<file path="src/rtl/sm3_exp_pkg.sv">
package sm3_exp_pkg;
  parameter int WORD_W = 32;
  parameter int LANES  = 4;
  localparam int VEC_W = WORD_W * LANES;

  typedef logic [WORD_W-1:0] word_t;
  typedef logic [VEC_W-1:0]  vec_t;

  function automatic word_t rotl(input word_t v, input int unsigned s);
    rotl = (v << s) | (v >> (WORD_W - s));
  endfunction

  function automatic word_t perm_p1(input word_t v);
    perm_p1 = v ^ rotl(v, 15) ^ rotl(v, 23);
  endfunction

  function automatic word_t lane(input vec_t v, input int unsigned i);
    lane = v[i*WORD_W +: WORD_W];
  endfunction
endpackage

</file>
<file path="src/rtl/sm3_step1.sv">
module sm3_step1
  import sm3_exp_pkg::*;
(
  input  vec_t x,
  input  vec_t y,
  input  vec_t z,
  output vec_t res
);
  word_t pre [LANES];
  word_t fin [LANES];

  for (genvar i = 0; i < LANES - 1; i++) begin : g_lo
    assign pre[i] = lane(x, i) ^ lane(y, i) ^ rotl(lane(z, i + 1), 15);
  end
  // serial link: top lane waits on the finished lane 0
  assign pre[LANES-1] = lane(x, LANES-1) ^ lane(y, LANES-1) ^ rotl(fin[0], 15);

  for (genvar i = 0; i < LANES; i++) begin : g_p1
    assign fin[i] = perm_p1(pre[i]);
    assign res[i*WORD_W +: WORD_W] = fin[i];
  end
endmodule

</file>
<file path="src/rtl/sm3_step2.sv">
module sm3_step2
  import sm3_exp_pkg::*;
(
  input  vec_t x,
  input  vec_t y,
  input  vec_t z,
  output vec_t res
);
  word_t t [LANES];
  word_t fix;

  for (genvar i = 0; i < LANES; i++) begin : g_t
    assign t[i] = lane(y, i) ^ rotl(lane(z, i), 7);
  end
  assign fix = perm_p1(rotl(t[0], 15));

  for (genvar i = 0; i < LANES; i++) begin : g_r
    if (i == LANES - 1) begin : g_top
      assign res[i*WORD_W +: WORD_W] = lane(x, i) ^ t[i] ^ fix;
    end else begin : g_plain
      assign res[i*WORD_W +: WORD_W] = lane(x, i) ^ t[i];
    end
  end
endmodule

</file>
<file path="src/rtl/sm3_msg_expand.sv">
module sm3_msg_expand
  import sm3_exp_pkg::*;
(
  input  logic         clk,
  input  logic         rst_n,
  input  logic         op_valid,
  input  logic         step_sel,
  input  logic [127:0] op_x,
  input  logic [127:0] op_y,
  input  logic [127:0] op_z,
  output logic         res_valid,
  output logic [127:0] res_data
);
  vec_t s1_res, s2_res, nxt;
  logic load_ev;

  sm3_step1 u_s1 (.x(op_x), .y(op_y), .z(op_z), .res(s1_res));
  sm3_step2 u_s2 (.x(op_x), .y(op_y), .z(op_z), .res(s2_res));

  assign nxt     = step_sel ? s2_res : s1_res;
  assign load_ev = op_valid;

  always_ff @(posedge clk or negedge rst_n) begin
    if (!rst_n) begin
      res_valid <= 1'b0;
      res_data  <= '0;
    end else begin
      res_valid <= load_ev;
      if (load_ev) res_data <= nxt;
    end
  end


  valid_follow_chk: assert property (@(posedge clk) disable iff (!rst_n)
    op_valid |=> res_valid);

  valid_idle_chk: assert property (@(posedge clk) disable iff (!rst_n)
    !op_valid |=> !res_valid);

  hold_chk: assert property (@(posedge clk) disable iff (!rst_n)
    !op_valid |=> $stable(res_data));

  lane3_link_chk: assert property (@(posedge clk) disable iff (!rst_n)
    (op_valid && !step_sel) |=> (res_data[127:96] ==
      perm_p1($past(op_x[127:96]) ^ $past(op_y[127:96]) ^ rotl(res_data[31:0], 15))));

  s2_lane0_chk: assert property (@(posedge clk) disable iff (!rst_n)
    (op_valid && step_sel) |=> (res_data[31:0] ==
      ($past(op_x[31:0]) ^ $past(op_y[31:0]) ^ rotl($past(op_z[31:0]), 7))));
endmodule

</file>
<file path="config.mk">
export PLATFORM = sky130hd
export DESIGN_NAME = sm3_msg_expand
export DESIGN_NICKNAME = d
export VERILOG_FILES = /design/src/rtl/sm3_exp_pkg.sv /design/src/rtl/sm3_step1.sv /design/src/rtl/sm3_step2.sv /design/src/rtl/sm3_msg_expand.sv
export SDC_FILE = /design/constraint.sdc
export NUM_CORES = 1
export LEC_CHECK = 0
export ABC_AREA = 1
export BUFFER_PORTS_ARGS = -buffer_cell sky130_fd_sc_hd__buf_2
export CAP_MARGIN = 20
export CELL_PAD_IN_SITES_DETAIL_PLACEMENT = 0
export CELL_PAD_IN_SITES_GLOBAL_PLACEMENT = 1
export CORE_UTILIZATION = 36
export DETAILED_ROUTE_END_ITERATION = 16
export PLACE_DENSITY = 0.89
export SLEW_MARGIN = 30
export SYNTH_ARGS = -nofsm -noshare
export SYNTH_HDL_FRONTEND = slang
export SYNTH_HIERARCHICAL = 1
export SYNTH_SLANG_ARGS = --single-unit
</file>
<file path="constraint.sdc">
create_clock -name clk -period 0.8 [get_ports clk]
set_input_delay 0.12 -clock clk [delete_from_list [all_inputs] [get_ports clk]]
set_output_delay 0.12 -clock clk [all_outputs]
set_load 0.1 [all_outputs]
</file>
Word-level counts from Yosys, hierarchy flattened:

Cells that the tools add are included.

* flip-flop bits (word level): 129
* output and inout bits: 129
* input bits: 388

* bitwise logic cells: 46
* multiplexer cells: 1

Operators with widths (count)
* $xor 32x32->32: 27
* $or 32x15->32: 10
* $or 32x23->32: 5
* $mux 128: 1
* $or 32x7->32: 4

Longest topological paths before layout:

Gate-level depths: netlist (run 1).

* depth in word-level cells: 11
* gate-level depth with buffers: 20
* mapped depth without buffers: 20

Cells and area by module:

The synthesis (run 1) kept the hierarchy.

Modules (own cells, without submodules)
* sm3_msg_expand: area an instance 7124.3 um^2, seq. area each 3228.1 um^2, cells an instance 1083, instances 1
* sm3_step1: area an instance 6495.0 um^2, seq. area each 0.0 um^2, cells an instance 1237, instances 1
* sm3_step2: area an instance 4735.8 um^2, seq. area each 0.0 um^2, cells an instance 926, instances 1

Least setup slack after synthesis (run 1):

OpenSTA, ideal clock, no wires.

* path type: input-to-reg
* start point: input port op_z[55]
* end point: register res_data[100]
* stages on the path: 19
* slack: -584 ps
* library setup time: 120 ps
* buffers on the path: 0
* arrival time: 1265 ps
* required time: 680 ps
* path through: inv_1 nand2_1 nand2_1 nand2_1 nand2_1 inv_1 nand2_1 nand2_1 nand2_1 nand3_1 nand2_2 inv_1 nand2_1 nand3_1 nand2_1 inv_1 nand2_1 nand3_1 nand2_1

* word-level cells in the longest chain between the ends: 10
* elaborated cells between the ends (all ways): 11
* classes of those cells: 1 x mux; 10 x bitwise

RTL lines
* from (decl): line sm3_msg_expand.sv:10 `input logic [127:0] op_z,`
* $or 32x15->32 (*): line sm3_exp_pkg.sv:10 `rotl = (v << s) | (v >> (WORD_W - s));`
* $xor 32x32->32 (*): line sm3_step1.sv:13 `assign pre[i] = lane(x, i) ^ lane(y, i) ^ rotl(lane(z, i + 1), 15);`
* $or 32x15->32 / $xor 32x32->32 (equally long branches): line sm3_exp_pkg.sv:10, sm3_exp_pkg.sv:14
* $xor 32x32->32 (*) (2 in a row): line sm3_exp_pkg.sv:14 `perm_p1 = v ^ rotl(v, 15) ^ rotl(v, 23);`
* $or 32x15->32 (*): line sm3_exp_pkg.sv:10
* $xor 32x32->32 (*): line sm3_step1.sv:16 `assign pre[LANES-1] = lane(x, LANES-1) ^ lane(y, LANES-1) ^ rotl(fin[0], 15);`
* $xor 32x32->32 (*) (2 in a row): line sm3_exp_pkg.sv:14
* net s1_res[100]: line sm3_msg_expand.sv:14 `vec_t s1_res, s2_res, nxt;`
* $mux 128 (*): line sm3_msg_expand.sv:20 `assign nxt = step_sel ? s2_res : s1_res;`
* to (signal assigned): line sm3_msg_expand.sv:29 `if (load_ev) res_data <= nxt;`
* to (decl): line sm3_msg_expand.sv:12 `output logic [127:0] res_data`

The timed path passes the listed nets; every way through them passes the cells marked *.
A chain may end at the register's enable or synchronous reset.

Worst setup path in the final report (run 1):

* start point: input port op_z[54]
* end point: register res_data[107]

* word-level cells in the longest chain between the ends: 9
* elaborated cells between the ends (all ways): 11
* classes of those cells: 1 x mux; 10 x bitwise

RTL lines (line)
* $or 32x15->32 (*): sm3_exp_pkg.sv:10
* $xor 32x32->32 (*): sm3_step1.sv:13
* $or 32x23->32 / $xor 32x32->32 (equally long branches): sm3_exp_pkg.sv:10, sm3_exp_pkg.sv:14
* $xor 32x32->32 (*): sm3_exp_pkg.sv:14
* $or 32x15->32 (*): sm3_exp_pkg.sv:10
* $xor 32x32->32 (*): sm3_step1.sv:16
* $xor 32x32->32 / $or 32x23->32 (equally long branches): sm3_exp_pkg.sv:14, sm3_exp_pkg.sv:10
* $xor 32x32->32 (*): sm3_exp_pkg.sv:14
* net s1_res[107]: sm3_msg_expand.sv:14
* $mux 128 (*): sm3_msg_expand.sv:20

Marks and branches as above.

==> results of run 1 <==
[worst register-to-register path: cells and delay by family (launching register included)]
kind                   cells  cell delay (ns)
AND/OR/NAND/NOR            2             0.36
flip-flops                 1             0.45
buffers and inverters      1             0.15
[path summary, 6_finish.rpt]
path / start / to / slack [ns] / depth (start not counted)
min reg2reg: res_data[112] / res_data[112] / 0.53 / 2
max in group asynchronous: rst_n / res_data[122] / 0.20 / 3
max: op_z[54] / res_data[107] / -0.68 / 17
min in group asynchronous: rst_n / res_data[48] / 0.09 / 2
max reg2reg: res_data[54] / res_data[54] / -0.43 / 3
min: op_valid / res_data[100] / 0.02 / 3
[report_power, final]
part           internal, mW  switching, mW  leakage (nW)  total, mW
sequential             8.12           1.82          1.41       9.94
combinational          22.0           32.0          19.3       54.0
clock                  5.86           3.67         0.323       9.53
[per-stage QoR]
stage                     setup slack, ns  utilization [%]  TNS [ns]
after global placement              -1.10             59.8    -90.43
after CTS                          -0.458             71.1    -70.95
after floorplan                    -0.539                -    -38.67
after global routing               -0.746             78.6    -96.85
final                              -0.681             78.6    -88.80
after detailed placement            -1.10             59.8    -92.62
[final cells by class]
class	count	area [um2]	area share (%)
Clock buffer	23	488	1.23
Timing Repair Buffer	1222	12500	31.7
Sequential cell	129	3390	8.58
Tap cell	672	841	2.13
Clock inverter	9	176	0.446
Antenna cell	16	40.0	0.101
Multi-Input combinational cell	2530	19700	49.7
Inverter	531	2410	6.10
[state kept, by name, indices dropped and copies added, names as in the netlist]
signal,flops
res_valid,1
res_data,128
[kinds of logic (layout without fill, tap and decap cells)]
group         after synthesis  after routing  share of synthesized area (%)
other cells                 0             16                              0
xor+xnor                  512            512                           24.4
simple gates             2018           2018                           45.1
flops                     129            129                           17.6
buf+inv                   587           1785                           12.8
[routing by layer]
| metal | track usage, % | up-vias |
|---|---|---|
| met4 | 28.6 | 8 |
| met5 | 0 | - |
| met1 | 43.3 | 12877 |
| li1 | - | 12028 |
| met3 | 7.26 | 764 |
| met2 | 62.0 | 1889 |
[what timing repair did]
action	in CTS	in global routing
endpoints found under the hold margin	129	0
hold buffers	1	0
gates resized for setup	1083	716
setup endpoints to repair	255	257
pin swaps	598	533
setup buffers	120	97
[layout by cell type, fill, tap and decap left out, types with 2 or more instances in the layout]
cell type | Yosys | routed
xnor2_4 | 0 | 79
nand2_4 | 1 | 257
clkinv_2 | 0 | 2
diode_2 | 0 | 16
buf_2 | 40 | 194
xor2_4 | 0 | 42
xor2_2 | 0 | 8
bufinv_16 | 0 | 5
xnor2_2 | 0 | 85
inv_1 | 518 | 386
inv_4 | 0 | 33
buf_12 | 0 | 208
dfrtp_2 | 0 | 129
inv_2 | 13 | 66
clkbuf_1 | 0 | 2
nand3b_1 | 23 | 23
clkinv_4 | 0 | 6
clkinv_8 | 0 | 7
buf_6 | 12 | 187
buf_8 | 0 | 69
nand2_8 | 0 | 20
nand2_1 | 1575 | 1080
clkbuf_8 | 0 | 4
xnor2_1 | 369 | 205
inv_6 | 0 | 16
nand2_2 | 61 | 280
nand3_1 | 355 | 190
nand3_4 | 0 | 40
buf_4 | 4 | 563
nand3_2 | 3 | 128
xor2_1 | 143 | 93
clkbuf_16 | 0 | 17
inv_8 | 0 | 17
==> impl_metrics.toml, run 1 <==
[timing]
setup_viol = 257
slew_viol_final = 0
hold_ws_ns = 0.0154
min_period_ns = 1.48
hold_viol = 0
skew_ns = 0
setup_ws_ns = -0.681
maxSlewHeadroom_pct = 67.7
rsz0062_at_grt = "true"
worst_pin_slew_ns = 0.483
timing.fmax_ghz = 0.675
fin_crit_sh_pct = 185

[synthesis]
synthArstFlopShare_pct = 100
synth_top_cell_area_share_pct = 32.2
synthFlopType = "dfrtp_1"
ys_ff_latch = 129
yosysWarnings = 6
synthDistinctLibCells = 14
synth.net_count = 3634
ys_seq_area_share_pct = 17.6
avgSynthCellArea_um2 = 5.65
syn_inst = 3246
synth_edf_count = 0
synth_largest_area_cell = "nand2_1"
synth.cell_area_um2 = 18400
synth_common_cells = "1,575 x nand2_1, 518 x inv_1, 369 x xnor2_1"
ys_top_cells_by_area = "nand2_1 32%, xnor2_1 18%, dfrtp_1 18%"
yosysMostFrequentCell = "nand2_1"

[global_routing]
grt_pass1_vias = 25506
grt_pass1_wl_mm = 149
grt_start_max_net_pins = 35
antenna_found_initial = 22
grtUsageTotal_pct = 37.7
grt.overflow.total = 0

[placed_design]
gp_congestion = 0.962
io_buffer_count = 516
dp_hpwl_mm = 72.1
dp.cells = 4931
place_area_um2 = 30000

[die]
rows = 82
io_pins = 517
core-area_um2 = 50300
die-area_um2 = 51900
die_w_um = 228
start_util_pct = 36.5
dieHeight_um = 228

[critical_path]
crit_buf_inv = 6
slowest_delay_ns = 0.19
start_kind = "input port"
cp-end-kind = "flop"
critPathSlowestCell = "nand2_4"
worstSetupPathType = "in2reg"
cpLargestDelayFamily = "simple AND/OR/NAND/NOR gates"
worst_ep_required_time_ns = 1.17
path_cells = "buf_12 > inv_4 > nand2_4 > nand3b_1 > nand2_4 > inv_4 > buf_4 > nand3_1 > nand3_2 > nand2_4 > inv_2 > nand3_1 > nand2_1 > inv_1 > nand2_1 > nand3_1 > nand2_1"
crit_fanout = 5
crit_arrival_ns = 1.85

[final_layout]
drive_above_1_share_pct = 55.4
syn_to_final_growth_pct = 115
nNetsFinal = 4819
stdcell_area_um2 = 39500
nFillCells = 3009
fin_cells = 5132

[routing]
drt-met1-wl_mm = 38.7
highest_layer = "met5"
drc = 0
firstDrtPassIters = 8
met2_length_mm = 53.0
wl_per_cell_um = 22.8
routed-via-count = 27566
wl_mm = 117
ant_nets = 0
dr_wl_met3_mm = 13.0
vias_per_cell = 5.37
first_iter_violations = 2357

[cts]
cts_tree = "done"
cts_made_buffers = 17
root_buffer = "clkbuf_16"
htreeDepth = 4
clock_sinks = 129
clk_latency_ns = 0.47
path_clk_slew_ns = 0.07
cts_buffer_depth = 2

[outcome]
outcome = "complete, but fails checks"
violations = "setup timing"

[pwr]
p_total_mw = 73.5
leakage_nw = 21.0
power.density_nw_per_um2 = 1860
peakVddDrop_v = 0.00161

[worst_hold_path]
holdCritPathClass = "in2reg"

[job]
cap_viol_max_count = 0
Note: power is estimated with default switching activity, not from simulation.
==> run 2, diff against run 1 <==
- ABC_AREA: 1 -> default
- CORE_AREA: default -> 2 2 202 204
- CORE_UTILIZATION: 36 -> default
- DIE_AREA: default -> 0 0 204 206
- PLACE_DENSITY: 0.89 -> 0.84
==> impl_metrics.toml, run 2 <==
[outcome]
outcome = "complete, but fails checks"
violations = "setup timing"

[pwr]
power_frac_seq_pct = 13.6
power_switching_mw = 41.4
switching_share_pct = 47.9
leakage_nw = 13.8
peakVddDrop_v = 0.00231
pwr-share-clk_pct = 9.8
power.density_nw_per_um2 = 2870
p_comb_share_pct = 76.5
intPower_mw = 45.0

[final_layout]
largest_reg_flops = 128
layout_common_cells = "545 x buf_4, 368 x xnor2_1, 230 x buf_2, 172 x buf_12, 150 x buf_6"
final_common_cell = "buf_4"
drive_above_1_share_pct = 65.9
top_regs = "res_data (128), res_valid (1)"
syn_to_final_growth_pct = 108
nNetsFinal = 2889
fin_cells = 3051
stdcell_area_um2 = 30200
regMostFlops = "res_data"

[routing]
wl_mm = 74.9
routed-via-count = 15028
ant_nets = 0
vias_per_cell = 4.93
firstDrtPassIters = 5
drc = 0
wl_per_cell_um = 24.5
first_iter_violations = 898

[cts]
cts_made_buffers = 17
cts_tree = "done"
htreeDepth = 4
path_clk_slew_ns = 0.07
root_buffer = "clkbuf_16"
cts_buffer_depth = 2
clk_latency_ns = 0.45
clock_sinks = 129

[critical_path]
crit_fanout = 3
worst_ep_required_time_ns = 1.13
r2r_start = "res_data[16]"
cp-end-kind = "flop"
reg2reg_to = "res_data[16]"
worstSetupPathType = "in2reg"
start_kind = "input port"
crit_arrival_ns = 2.03
r2r_cells = 4
r2r_setup_slack_ns = -0.12

[die]
die-area_um2 = 42000
start_util_pct = 36.1
die_w_um = 204
io_pins = 517
dieHeight_um = 206
core-area_um2 = 40200
rows = 74

[synthesis]
synthFlopType = "dfrtp_1"
synthDistinctLibCells = 17
yosysWarnings = 6
synth_top_cell_area_share_pct = 32.2
synth_edf_count = 0
ys_seq_area_share_pct = 22.3
ys_ff_latch = 129
synthArstFlopShare_pct = 100
avgSynthCellArea_um2 = 10.5
synth_common_cells = "533 x xnor2_1, 183 x xor2_1, 129 x dfrtp_1"
synth.net_count = 1766
synth.cell_area_um2 = 14500
yosysMostFrequentCell = "xnor2_1"
ys_top_cells_by_area = "xnor2_1 32%, dfrtp_1 22%, xor2_1 11%"
syn_inst = 1378
synth_largest_area_cell = "xnor2_1"

[timing]
setup_ws_ns = -0.901
maxSlewHeadroom_pct = 63.8
skew_ns = 0
timing.fmax_ghz = 0.588
rsz0062_at_grt = "true"
hold_viol = 0
hold_ws_ns = 0.0842
setup_viol = 257
fin_crit_sh_pct = 213
worst_pin_slew_ns = 0.539
min_period_ns = 1.70
slew_viol_final = 0

[global_routing]
antenna_found_initial = 8
grt_start_max_net_pins = 55
grt_pass1_wl_mm = 100
grtUsageTotal_pct = 33.1
grt_pass1_vias = 16057
grt.overflow.total = 0

[placed_design]
gp_congestion = 0.919
place_area_um2 = 24900
io_buffer_count = 516
dp.cells = 2904
dp_hpwl_mm = 55.0

[worst_hold_path]
holdCritPathClass = "in2async"

[job]
cap_viol_max_count = 0
## run 2: worst max path at each step
stage | startpoint | endpoint
global route | op_y[15] | res_data[124]
detailed placement | op_y[31] | res_data[125]
finish | op_z[34] | res_data[126]
CTS | op_z[48] | res_data[125]
floorplan | op_y[31] | res_data[125]
global placement | op_y[31] | res_data[125]
## run 2: cell families after synthesis
family / synth area share [%]
buffers and inverters: 2.68
xor gates and xnor gates: 58.5
and+or+nand+nor: 3.31
DFF: 22.3
muxes: 8.83
AOI/OAI and AO/OA: 4.42
## run 2: worst max-delay path, cell delays in order
cell     delay [ns]
buf_6          0.07
xnor3_2        0.51
xor2_4         0.24
xnor2_4        0.22
xnor2_2        0.15
xor3_1         0.44
mux2i_1        0.18
a21oi_1        0.10
## run 2: timing repair
item / in CTS / in global routing
cloned: 0 / 0
endpoints found under the hold margin: 129 / 0
pin swaps: 333 / 286
hold buffers: 1 / 0
buffers inserted: 76 / 61
endpoints found under the setup margin: 257 / 257
gates resized for setup: 408 / 288
## run 2: through the flow
step	setup TNS [ns]	setup slack [ns]	util [%]	power [mW]
floorplan	-61.31	-1.08	-	45.5
global placement	-105.08	-1.57	61.9	66.3
detailed placement	-110.26	-1.58	61.9	67.2
CTS	-90.01	-0.839	70.1	81.1
global route	-105.01	-0.949	75.0	89.3
finish	-96.19	-0.901	75.0	86.4
## run 2: layout make-up
type / instances / area (um2)
sequential: 129 / 3390
antenna: 6 / 15.0
clock inverter: 10 / 134
fill: 2339 / 10000
timing repair buffer: 1146 / 11100
tap: 532 / 666
multi-input combinational: 1207 / 14400
clock buffer: 21 / 470
## run 2: routing by layer
metal | routed length (um) | track usage [%] | share of wire (%)
met1 | 27900 | 39.4 | 37
met2 | 37100 | 58.0 | 49
met3 | 4670 | 5.60 | 6.2
met4 | 5210 | 15.8 | 7.0
met5 | 13 | 0 | 0.017
## run 2: power by group through the flow
stage	Combinational (mW)	Clock, mW	Sequential [mW]
after floorplan	19.7	0	25.8
after global placement	54.6	0	11.7
after detailed placement	55.4	0	11.7
after CTS	60.9	8.55	11.7
after global routing	68.5	8.89	12.0
final	66.2	8.50	11.8
